--- config.mk ---
export PLATFORM = sky130hd
export DESIGN_NAME = dwd_chain_dma
export DESIGN_NICKNAME = d
export VERILOG_FILES = /design/src/rtl/dwd_chain_pkg.sv /design/src/rtl/dwd_stage_fifo.sv /design/src/rtl/dwd_desc_regs.sv /design/src/rtl/dwd_phase_calc.sv /design/src/rtl/dwd_chain_dma.sv
export SDC_FILE = /design/constraint.sdc
export NUM_CORES = 1
export LEC_CHECK = 0
export BUFFER_PORTS_ARGS = -buffer_cell sky130_fd_sc_hd__buf_2
export CAP_MARGIN = 15
export CORE_MARGIN = 3
export CORE_UTILIZATION = 50
export DETAILED_ROUTE_END_ITERATION = 8
export GPL_TIMING_DRIVEN = 0
export PLACE_DENSITY = 0.74
export SYNTH_ARGS = -nofsm -noshare
export SYNTH_HDL_FRONTEND = slang
export SYNTH_SLANG_ARGS = --single-unit
export TNS_END_PERCENT = 5
--- constraint.sdc ---
create_clock -name clk -period 8.3 [get_ports clk]
set_input_delay 0.83 -clock clk [delete_from_list [all_inputs] [get_ports clk]]
set_output_delay 0.83 -clock clk [all_outputs]
set_load 0.03 [all_outputs]
--- src/rtl/dwd_chain_pkg.sv ---
package dwd_chain_pkg;

    typedef enum logic [2:0] {
        S_IDLE,
        S_FETCH,
        S_PLAN,
        S_RD,
        S_WR,
        S_LINK,
        S_FINISH,
        S_FAULT
    } seq_state_e;

    // word slots of a descriptor, in fetch order
    localparam logic [1:0] SLOT_SRC  = 2'd0;
    localparam logic [1:0] SLOT_DST  = 2'd1;
    localparam logic [1:0] SLOT_CNT  = 2'd2;
    localparam logic [1:0] SLOT_LINK = 2'd3;

endpackage

--- src/rtl/dwd_stage_fifo.sv ---
module dwd_stage_fifo #(
    parameter int DW    = 32,
    parameter int DEPTH = 16,
    localparam int PW   = (DEPTH > 1) ? $clog2(DEPTH) : 1,
    localparam int LW   = $clog2(DEPTH + 1)
) (
    input  logic          clk,
    input  logic          rst_n,
    input  logic          push,
    input  logic [DW-1:0] push_data,
    input  logic          pop,
    output logic [DW-1:0] head,
    output logic [LW-1:0] level
);

    logic [DW-1:0] store [DEPTH];
    logic [PW-1:0] wr_ptr, rd_ptr, wr_nxt, rd_nxt;

    generate
        if ((DEPTH & (DEPTH - 1)) == 0) begin : g_pow2
            assign wr_nxt = wr_ptr + PW'(1);
            assign rd_nxt = rd_ptr + PW'(1);
        end else begin : g_wrap
            assign wr_nxt = (wr_ptr == PW'(DEPTH - 1)) ? '0 : wr_ptr + PW'(1);
            assign rd_nxt = (rd_ptr == PW'(DEPTH - 1)) ? '0 : rd_ptr + PW'(1);
        end
    endgenerate

    always_ff @(posedge clk) begin
        if (push) store[wr_ptr] <= push_data;
    end

    always_ff @(posedge clk or negedge rst_n) begin
        if (!rst_n) begin
            wr_ptr <= '0;
            rd_ptr <= '0;
            level  <= '0;
        end else begin
            if (push) wr_ptr <= wr_nxt;
            if (pop)  rd_ptr <= rd_nxt;
            if (push && !pop)      level <= level + LW'(1);
            else if (pop && !push) level <= level - LW'(1);
        end
    end

    assign head = store[rd_ptr];

    AST_NO_OVERFLOW: assert property (@(posedge clk) disable iff (!rst_n)
        push |-> (level != LW'(DEPTH)));
    AST_NO_UNDERFLOW: assert property (@(posedge clk) disable iff (!rst_n)
        pop |-> (level != '0));

endmodule

--- src/rtl/dwd_desc_regs.sv ---
module dwd_desc_regs
    import dwd_chain_pkg::*;
#(
    parameter int AW = 32,
    parameter int DW = 32
) (
    input  logic          clk,
    input  logic          rst_n,
    input  logic          ptr_load,
    input  logic [AW-1:0] ptr_value,
    input  logic          link_follow,
    input  logic          word_we,
    input  logic [1:0]    word_idx,
    input  logic [DW-1:0] word_data,
    input  logic          rd_step,
    input  logic          wr_step,
    output logic [AW-1:0] chain_ptr,
    output logic [AW-1:0] src_addr,
    output logic [AW-1:0] dst_addr,
    output logic [DW-1:0] rd_left,
    output logic [DW-1:0] wr_left,
    output logic [AW-1:0] link_addr
);

    always_ff @(posedge clk or negedge rst_n) begin
        if (!rst_n) begin
            chain_ptr <= '0;
            src_addr  <= '0;
            dst_addr  <= '0;
            rd_left   <= '0;
            wr_left   <= '0;
            link_addr <= '0;
        end else begin
            if (ptr_load)         chain_ptr <= ptr_value;
            else if (link_follow) chain_ptr <= link_addr;

            if (word_we) begin
                unique case (word_idx)
                    SLOT_SRC:  src_addr  <= AW'(word_data);
                    SLOT_DST:  dst_addr  <= AW'(word_data);
                    SLOT_CNT: begin
                        rd_left <= word_data;
                        wr_left <= word_data;
                    end
                    SLOT_LINK: link_addr <= AW'(word_data);
                    default: ;
                endcase
            end else begin
                if (rd_step) begin
                    src_addr <= src_addr + AW'(4);
                    rd_left  <= rd_left - DW'(1);
                end
                if (wr_step) begin
                    dst_addr <= dst_addr + AW'(4);
                    wr_left  <= wr_left - DW'(1);
                end
            end
        end
    end

    AST_SRC_STEP: assert property (@(posedge clk) disable iff (!rst_n)
        (rd_step && !word_we) |=> (src_addr == $past(src_addr) + AW'(4)));
    AST_DST_STEP: assert property (@(posedge clk) disable iff (!rst_n)
        (wr_step && !word_we) |=> (dst_addr == $past(dst_addr) + AW'(4)));
    AST_COUNT_ORDER: assert property (@(posedge clk) disable iff (!rst_n)
        wr_left >= rd_left);
    AST_NO_STEP_PAST_ZERO: assert property (@(posedge clk) disable iff (!rst_n)
        rd_step |-> (rd_left != '0));

endmodule

--- src/rtl/dwd_phase_calc.sv ---
module dwd_phase_calc #(
    parameter int DW    = 32,
    parameter int DEPTH = 16,
    parameter int BURST = 16,
    localparam int LW   = $clog2(DEPTH + 1),
    localparam int PLW  = $clog2(BURST + 1)
) (
    input  logic           burst_mode,
    input  logic [DW-1:0]  rd_left,
    input  logic [DW-1:0]  wr_left,
    input  logic [LW-1:0]  level,
    output logic           rd_ok,
    output logic [PLW-1:0] rd_len,
    output logic           wr_ok,
    output logic [PLW-1:0] wr_len
);

    logic [DW-1:0] beat_n;
    logic [DW-1:0] free_n;
    logic [DW-1:0] level_n;
    logic [DW-1:0] rd_take;
    logic [DW-1:0] wr_take;

    always_comb begin
        beat_n  = burst_mode ? DW'(BURST) : DW'(1);
        level_n = DW'(level);
        free_n  = DW'(DEPTH) - level_n;
        rd_take = (rd_left < beat_n) ? rd_left : beat_n;
        wr_take = (wr_left < beat_n) ? wr_left : beat_n;
        rd_len  = PLW'(rd_take);
        wr_len  = PLW'(wr_take);
        rd_ok   = (rd_left != '0) && (free_n >= beat_n);
        wr_ok   = (wr_left != '0) && (level_n >= wr_take);
    end

endmodule

--- src/rtl/dwd_chain_dma.sv ---
module dwd_chain_dma
    import dwd_chain_pkg::*;
#(
    parameter int AW    = 32,
    parameter int DW    = 32,
    parameter int DEPTH = 16,
    parameter int BURST = 16
) (
    input  logic          clk,
    input  logic          rst_n,
    input  logic          start,
    input  logic [AW-1:0] start_ptr,
    input  logic [1:0]    cfg_mode,
    input  logic          cfg_dir,
    input  logic          cfg_link_halt,
    output logic          d_req,
    output logic [AW-1:0] d_addr,
    input  logic [DW-1:0] d_rdata,
    input  logic          d_ack,
    output logic          a_req,
    output logic          a_we,
    output logic [AW-1:0] a_addr,
    output logic [DW-1:0] a_wdata,
    input  logic [DW-1:0] a_rdata,
    input  logic          a_ack,
    output logic          b_req,
    output logic          b_we,
    output logic [AW-1:0] b_addr,
    output logic [DW-1:0] b_wdata,
    input  logic [DW-1:0] b_rdata,
    input  logic          b_ack,
    output logic          busy,
    output logic          done,
    output logic          done_flag,
    output logic          err_flag
);

    localparam int LW  = $clog2(DEPTH + 1);
    localparam int PLW = $clog2(BURST + 1);

    seq_state_e state_q, state_d;

    logic           burst_q, dir_q;
    logic [1:0]     fetch_idx;
    logic [PLW-1:0] ph_cnt;

    logic           src_req, dst_req;
    logic           src_ack, dst_ack;
    logic [DW-1:0]  src_rdata;
    logic           rd_step, wr_step, word_we;
    logic           ptr_load, link_follow, mode_bad;

    logic [AW-1:0]  chain_ptr, src_addr, dst_addr, link_addr;
    logic [DW-1:0]  rd_left, wr_left;
    logic [DW-1:0]  fifo_head;
    logic [LW-1:0]  fifo_level;
    logic           rd_ok, wr_ok;
    logic [PLW-1:0] rd_len, wr_len;

    // ---------------- submodules ----------------
    dwd_desc_regs #(.AW(AW), .DW(DW)) u_desc (
        .clk         (clk),
        .rst_n       (rst_n),
        .ptr_load    (ptr_load),
        .ptr_value   (start_ptr),
        .link_follow (link_follow),
        .word_we     (word_we),
        .word_idx    (fetch_idx),
        .word_data   (d_rdata),
        .rd_step     (rd_step),
        .wr_step     (wr_step),
        .chain_ptr   (chain_ptr),
        .src_addr    (src_addr),
        .dst_addr    (dst_addr),
        .rd_left     (rd_left),
        .wr_left     (wr_left),
        .link_addr   (link_addr)
    );

    dwd_stage_fifo #(.DW(DW), .DEPTH(DEPTH)) u_fifo (
        .clk       (clk),
        .rst_n     (rst_n),
        .push      (rd_step),
        .push_data (src_rdata),
        .pop       (wr_step),
        .head      (fifo_head),
        .level     (fifo_level)
    );

    dwd_phase_calc #(.DW(DW), .DEPTH(DEPTH), .BURST(BURST)) u_calc (
        .burst_mode (burst_q),
        .rd_left    (rd_left),
        .wr_left    (wr_left),
        .level      (fifo_level),
        .rd_ok      (rd_ok),
        .rd_len     (rd_len),
        .wr_ok      (wr_ok),
        .wr_len     (wr_len)
    );

    // ---------------- port steering ----------------
    assign mode_bad  = cfg_mode[1];
    assign src_ack   = dir_q ? b_ack : a_ack;
    assign dst_ack   = dir_q ? a_ack : b_ack;
    assign src_rdata = dir_q ? b_rdata : a_rdata;

    assign rd_step     = (state_q == S_RD) && src_ack;
    assign wr_step     = (state_q == S_WR) && dst_ack;
    assign word_we     = (state_q == S_FETCH) && d_ack;
    assign ptr_load    = (state_q == S_IDLE) && start && !mode_bad;
    assign link_follow = (state_q == S_LINK) && !cfg_link_halt;

    // ---------------- state register ----------------
    always_ff @(posedge clk or negedge rst_n) begin
        if (!rst_n) state_q <= S_IDLE;
        else        state_q <= state_d;
    end

    // ---------------- next state ----------------
    always_comb begin
        state_d = state_q;
        unique case (state_q)
            S_IDLE:   if (start) state_d = mode_bad ? S_FAULT : S_FETCH;
            S_FETCH:  if (d_ack && fetch_idx == SLOT_LINK) state_d = S_PLAN;
            S_PLAN: begin
                if (wr_left == '0) state_d = S_LINK;
                else if (wr_ok)    state_d = S_WR;
                else if (rd_ok)    state_d = S_RD;
            end
            S_RD:     if (src_ack && ph_cnt == PLW'(1)) state_d = S_PLAN;
            S_WR:     if (dst_ack && ph_cnt == PLW'(1)) state_d = S_PLAN;
            S_LINK:   state_d = cfg_link_halt ? S_FINISH : S_FETCH;
            S_FINISH: state_d = S_IDLE;
            S_FAULT:  state_d = S_IDLE;
            default:  state_d = S_IDLE;
        endcase
    end

    // ---------------- outputs ----------------
    always_comb begin
        src_req = 1'b0;
        dst_req = 1'b0;
        d_req   = 1'b0;
        done    = 1'b0;
        busy    = (state_q != S_IDLE);
        unique case (state_q)
            S_FETCH:  d_req   = 1'b1;
            S_RD:     src_req = 1'b1;
            S_WR:     dst_req = 1'b1;
            S_FINISH: done    = 1'b1;
            default: ;
        endcase
        d_addr  = chain_ptr + {{(AW-4){1'b0}}, fetch_idx, 2'b00};
        a_req   = dir_q ? dst_req : src_req;
        a_we    = dir_q ? dst_req : 1'b0;
        a_addr  = dir_q ? dst_addr : src_addr;
        a_wdata = fifo_head;
        b_req   = dir_q ? src_req : dst_req;
        b_we    = dir_q ? 1'b0 : dst_req;
        b_addr  = dir_q ? src_addr : dst_addr;
        b_wdata = fifo_head;
    end

    // ---------------- sequencing registers ----------------
    always_ff @(posedge clk or negedge rst_n) begin
        if (!rst_n) begin
            burst_q   <= 1'b0;
            dir_q     <= 1'b0;
            fetch_idx <= '0;
            ph_cnt    <= '0;
        end else begin
            unique case (state_q)
                S_IDLE: if (start) begin
                    burst_q   <= cfg_mode[0];
                    dir_q     <= cfg_dir;
                    fetch_idx <= '0;
                end
                S_FETCH: if (d_ack) fetch_idx <= fetch_idx + 2'd1;
                S_PLAN: begin
                    if (wr_ok)      ph_cnt <= wr_len;
                    else if (rd_ok) ph_cnt <= rd_len;
                end
                S_RD:   if (src_ack) ph_cnt <= ph_cnt - PLW'(1);
                S_WR:   if (dst_ack) ph_cnt <= ph_cnt - PLW'(1);
                S_LINK: fetch_idx <= '0;
                default: ;
            endcase
        end
    end

    // ---------------- flags ----------------
    always_ff @(posedge clk or negedge rst_n) begin
        if (!rst_n) begin
            done_flag <= 1'b0;
            err_flag  <= 1'b0;
        end else begin
            if (state_q == S_IDLE && start) begin
                done_flag <= 1'b0;
                err_flag  <= mode_bad;
            end else if (state_q == S_FINISH) begin
                done_flag <= 1'b1;
            end
        end
    end

    // ---------------- assertions ----------------
    AST_NO_OVERLAP: assert property (@(posedge clk) disable iff (!rst_n)
        !(a_req && b_req));
    AST_RD_ROOM: assert property (@(posedge clk) disable iff (!rst_n)
        (state_q == S_RD) |-> (int'(fifo_level) + int'(ph_cnt) <= DEPTH));
    AST_WR_FILL: assert property (@(posedge clk) disable iff (!rst_n)
        (state_q == S_WR) |-> (fifo_level >= LW'(ph_cnt)));
    AST_PHASE_MAX: assert property (@(posedge clk) disable iff (!rst_n)
        int'(ph_cnt) <= BURST);
    AST_DONE_STICKY: assert property (@(posedge clk) disable iff (!rst_n)
        done |=> (done_flag && !done));
    AST_ERR_QUIET: assert property (@(posedge clk) disable iff (!rst_n)
        err_flag |-> (!a_req && !b_req && !d_req && !done));

endmodule

### After elaboration in Yosys (flattened, before gate mapping)

Memory sizes are Yosys's and may differ from the RTL's.
Cells that the tools add are included.

| word-level totals | value |
|---|---|
| bits in registers | 219 |
| bits in writable memories | 512 |
| input port bits | 138 |
| output and inout bits | 169 |
| logic and storage cells | 149 |
| memories kept | 1 |

Memories:

| memory | words | width | rd ports | clocked after memory_dff | write ports | RTL line | text |
|---|---|---|---|---|---|---|---|
| u_fifo.store | 16 | 32 | 1 | 0 | 1 | dwd_stage_fifo.sv:16 | `logic [DW-1:0] store [DEPTH];` |

| operators by class | value |
|---|---|
| add/subtract/negate cells | 12 |
| magnitude comparators | 4 |
| equal/unequal tests | 23 |
| mux-type cells | 53 |
| reduce and logical (&&, ||, !) cells | 40 |

Operators by type and width:

| operator | number |
|---|---|
| two-way mux 32 bit | 17 |
| adder 32 x 3 -> 32 bit (second input constant) | 2 |
| nonzero test 32 bit | 2 |
| subtractor 32 x 1 -> 32 bit (second input constant) | 2 |
| two-way mux 5 bit | 8 |
| adder 32 x 4 -> 32 bit | 1 |
| greater-or-equal comparator 32 bit | 1 |
| greater-or-equal comparator 5 x 32 -> 1 bit | 1 |
| zero test 32 bit | 1 |
| < comparator 32 bit | 1 |
| < comparator 32 x 5 -> 1 bit | 1 |
| two-way mux 3 bit | 9 |
| case mux 3 bit (7 select lines) | 1 |
| case mux 5 bit (3 select lines) | 1 |
| two-way mux 1 bit | 14 |
| != test 2 bit (second input constant) | 7 |
| logical AND 1 bit | 13 |
| == test 3 bit (second input constant) | 4 |
| AND reduction 2 bit | 6 |
| nonzero test 2 bit | 5 |
| subtractor 5 x 1 -> 5 bit (second input constant) | 2 |
| nonzero test 3 bit | 3 |
| adder 4 x 1 -> 4 bit (second input constant) | 2 |
| == test 3 x 2 -> 1 bit (second input constant) | 2 |
| other kinds (19) | 26 |

### Logic depth before layout (Yosys ltp)

| depth | value |
|---|---|
| depth after elaboration | 8 |
| depth in mapped cells | 14 |
| mapped depth without buffers | 13 |

### By module

Synthesis repeated with hierarchy kept, for this count alone.

| unflattened totals | value |
|---|---|
| cells, all modules | 2435 |
| area, all modules | 34127.7 um^2 |

By module, submodules not included:

| module | instances | cells each | area an instance (um^2) | sequential area each (um^2) |
|---|---|---|---|---|
| dwd_stage_fifo | 1 | 873 | 19954.1 | 15700.1 |
| dwd_desc_regs | 1 | 1140 | 10548.9 | 4804.6 |
| dwd_chain_dma | 1 | 346 | 3040.4 | 350.3 |
| dwd_phase_calc | 1 | 76 | 584.3 | 0.0 |

### Worst setup path after synthesis

Ideal clock, no wire load.

| timing | value |
|---|---|
| path kind | input to register |
| start point | input b_ack |
| end point | memory u_fifo.store[0][0], enable pin |
| library setup time | 0.461 ns |
| arrival | 4.131 ns |
| setup slack | 3.708 ns |
| stages | 7 |
| cell sequence | mux2i_1 or2_2 clkbuf_1 clkinv_1 buf_1 nand2_1 nor3_1 |

| between the ends | value |
|---|---|
| longest elaborated chain between the ends | 4 |

RTL lines:

| item | RTL line | text |
|---|---|---|
| from (decl) | dwd_chain_dma.sv:31 | `input logic b_ack,` |
| two-way mux 1 bit | dwd_chain_dma.sv:103 | `assign src_ack = dir_q ? b_ack : a_ack;` |
| logical AND 1 bit | dwd_chain_dma.sv:107 | `assign rd_step = (state_q == S_RD) && src_ack;` |
| net rd_step | dwd_chain_dma.sv:50 | `logic rd_step, wr_step, word_we;` |
| two-way mux 1 bit | dwd_stage_fifo.sv:30 | `if (push) store[wr_ptr] <= push_data;` |
| two-way mux 1 bit (not written as such) | dwd_stage_fifo.sv:30 |  |
| to (decl) | dwd_stage_fifo.sv:16 |  |

The timed path passes the listed nets, and every way through them passes these cells.

### Worst setup path after layout

| timing | value |
|---|---|
| start point | register dir_q |
| end point | output b_addr[24] |

| between the ends | value |
|---|---|
| longest elaborated chain between the ends | 1 |

RTL lines:

| item | RTL line | text |
|---|---|---|
| from (decl) | dwd_chain_dma.sv:43 | `logic burst_q, dir_q;` |
| from (signal assigned) | dwd_chain_dma.sv:175 | `dir_q <= cfg_dir;` |
| two-way mux 32 bit | dwd_chain_dma.sv:160 | `b_addr = dir_q ? src_addr : dst_addr;` |
| to (decl) | dwd_chain_dma.sv:28 | `output logic [AW-1:0] b_addr,` |

No other way between the ends.

==> results.cfg <==
[routing]
vias = 23600
wl_per_cell_um = 28.8
drcViolationCount = 0
vias_per_cell = 6.45
drt-total-wl_mm = 105
postRouteAntennaNets = 0
drt_iter0_drc = 2633
first_pass_iters = 6

[grt]
antenna_found_initial = 3
grt_max_degree = 124
overflow = 0
grtUsageTotal = 0.300
grt_first_pass_wirelength_mm = 156
grt_pass1_vias = 24200

[finish]
regArea_mm2 = 0.0209
drive_above_1_share = 0.294
multi_input_area_mm2 = 0.0117
final_util = 0.600
area_growth_pct = 17.4
fill_cells = 4863
final_cell_count_no_fill = 3659
nets = 2917

[timing]
tns_ps = 0
setup_violations = 0
final.period_utilization = 0.614
timing.final.max_slew_violations = 0
finClkSkew_ps = 17.6
relSlewSlack = 0.194
tightest_slew_ps = 1210
rsz0062_at_grt = false
hold_violations = 0
min_period_ps = 5100
timing.fmax_ghz = 0.196

[synth]
syn_avg_cell_area_um2 = 14.3
ys_ff_latch = 731
async_flop_share = 0.300
yosysMostFrequentCell = edfxtp_1
syn-num-nets = 2499
ys_seq_area_frac = 0.626
netlist_instances = 2328
yosys.area.top_type = edfxtp_1
synth_edf_count = 512
synthTopCellsByCount = edfxtp_1, dfrtp_1, nand2_1
ys.flop_type = edfxtp_1
netlist-cell-type-count = 77
netlist_area_mm2 = 0.0333
synth_warnings = 0
synth_top_area_frac = 0.462
ys_top_cells_by_area = edfxtp_1, dfrtp_1, mux4_2

[pwr]
p_seq_frac = 0.358
power_density_mw_per_mm2 = 381
clockPowerShare = 0.230
power.leakage_nw = 14.3
p_comb_frac = 0.412
power_switching_w = 0.00599
switching_share = 0.402
intPower_w = 0.00891
ir_worst_vdd_mv = 0.321

[cts]
cts_buffer_depth = 3
htree_levels = 3
cts_sinks = 731
cts_resized = 0
cts_tree = yes
clk_pin_slew_ps = 70
cts_buffers = 75
post-cts-setup-buffers = 0
hold_buffers = 0
cts_root_buf = clkbuf_16
insertion_delay_ps = 630

[floorplanning]
design.core.area_mm2 = 0.0652
num_rows = 93
fp.dieW_um = 264
die_h_um = 264
die-area_mm2 = 0.0697
ios = 307
initial_core_util = 0.511

[critical_path]
critPathMaxStageDelay_ps = 960
path_class = reg2out
crit_family = buffers and inverters
cpMostUsedCell = clkbuf_1
crit_required_ps = 7470
start_kind = flop
worstPathCellList = clkbuf_1, clkbuf_1, clkbuf_1, mux2_2, buf_2
worst-path-max-fanout = 10
endpoint_kind = output port
cp.arrival_ps = 4270
cp_num_buf_inv = 4
crit_slowest_cell = clkbuf_1

[placed_design]
placedCellCount = 3519
io_buffers = 306
hpwl_mm = 71.7
place.gp.congestion = 0.986

[min_path]
hold_path_class = in2async

[run]
cap_viol_max_count = 0

[status]
status = complete, no violations
[state kept, by name, summed over array words and instances (netlist names)]
signal,count
u_fifo.store,512
u_desc.chain_ptr,32
u_desc.dst_addr,32
u_desc.link_addr,32
u_desc.rd_left,32
u_desc.src_addr,32
u_desc.wr_left,32
ph_cnt,5
u_fifo.level,5
u_fifo.rd_ptr,4
u_fifo.wr_ptr,4
state_q,3
fetch_idx,2
burst_q,1
dir_q,1
done_flag,1
err_flag,1
[routing by layer]
metal  routed length, um  track usage  vias to the layer above
met2               52200        0.500                     1409
met3                8590       0.0625                      281
met1               39300        0.376                    12000
met4                5260        0.144                        2
met5                   7            0                        -
li1                    -            -                     9904
[worst paths after layout]
kind | from | endpoint | slack [ps] | cells after the start
max | dir_q | b_addr[24] | 3200 | 5
min | rst_n | u_desc.dst_addr[15] | 230 | 1
max reg2reg | dir_q | u_fifo.level[4] | 3250 | 14
min reg2reg | done_flag | done_flag | 480 | 1
max in group asynchronous | rst_n | u_desc.rd_left[31] | 6760 | 2
min in group clk | start_ptr[10] | u_desc.chain_ptr[10] | 450 | 3
[power by group through the flow]
stage / combinational (W) / clock (W) / sequential, W
after floorplan: 0.00424 / 0 / 0.00515
after global placement: 0.00583 / 0 / 0.00534
after detailed placement: 0.00604 / 0 / 0.00536
after CTS: 0.00610 / 0.00346 / 0.00530
after global routing: 0.00653 / 0.00361 / 0.00539
final: 0.00614 / 0.00343 / 0.00533
[cell type report]
cell class,count,share of cell area
Buffer,162,0.0190
Clock buffer,101,0.0523
Sequential cell,731,0.533
Inverter,33,0.00317
Multi-Input combinational cell,1402,0.299
Tap cell,855,0.0274
Antenna cell,1,0.0000640
Clock inverter,33,0.0111
Timing Repair Buffer,341,0.0543
[layout by cell type (no fill, tap or decap), types with 12 or more instances in the layout]
cell type and instances:
buf_6 15, nor4_1 19, buf_2 312, xnor2_1 29, o22ai_1 12, nand2b_1 12, buf_1 34, o22a_1 37
inv_1 31, clkbuf_1 108, a22o_1 14, mux2_2 130, nand3_1 47, nor2_4 12, dfrtp_1 219, mux4_2 160
clkbuf_16 76, a21oi_1 127, nor2_1 133, buf_4 35, xor2_1 12, ha_1 31, and3_1 21, nor3_1 30
o21ai_0 107, a22oi_1 41, edfxtp_1 512, o31ai_1 12, nand2_1 207, nand4_1 25, a31oi_1 29
[cell families (layout without fill, tap and decap cells)]
group | after synthesis | count (layout) | share of synthesized area
and+or+nand+nor | 581 | 581 | 0.0836
AOI/OAI and AO/OA | 452 | 452 | 0.0869
DFF | 731 | 731 | 0.626
muxes | 295 | 295 | 0.154
buffers and inverters | 195 | 670 | 0.0260
xor gates and xnor gates | 41 | 41 | 0.0108
other | 0 | 1 | 0
adders and majority gates | 33 | 33 | 0.0128
[metrics by stage]
step / area (um^2) / setup slack (ps) / total power, W / hold WS (ps)
2_1_floorplan: 33300 / 3710 / 0.00939 / 446
3_3_place_gp: 35900 / -346 / 0.0112 / 459
3_5_place_dp: 36500 / 3370 / 0.0114 / 464
4_1_cts: 39000 / 3260 / 0.0149 / 269
5_1_grt: 39100 / 3210 / 0.0155 / 310
6_report: 39100 / 3200 / 0.0149 / 234
Power figures use the tool's default switching activity.
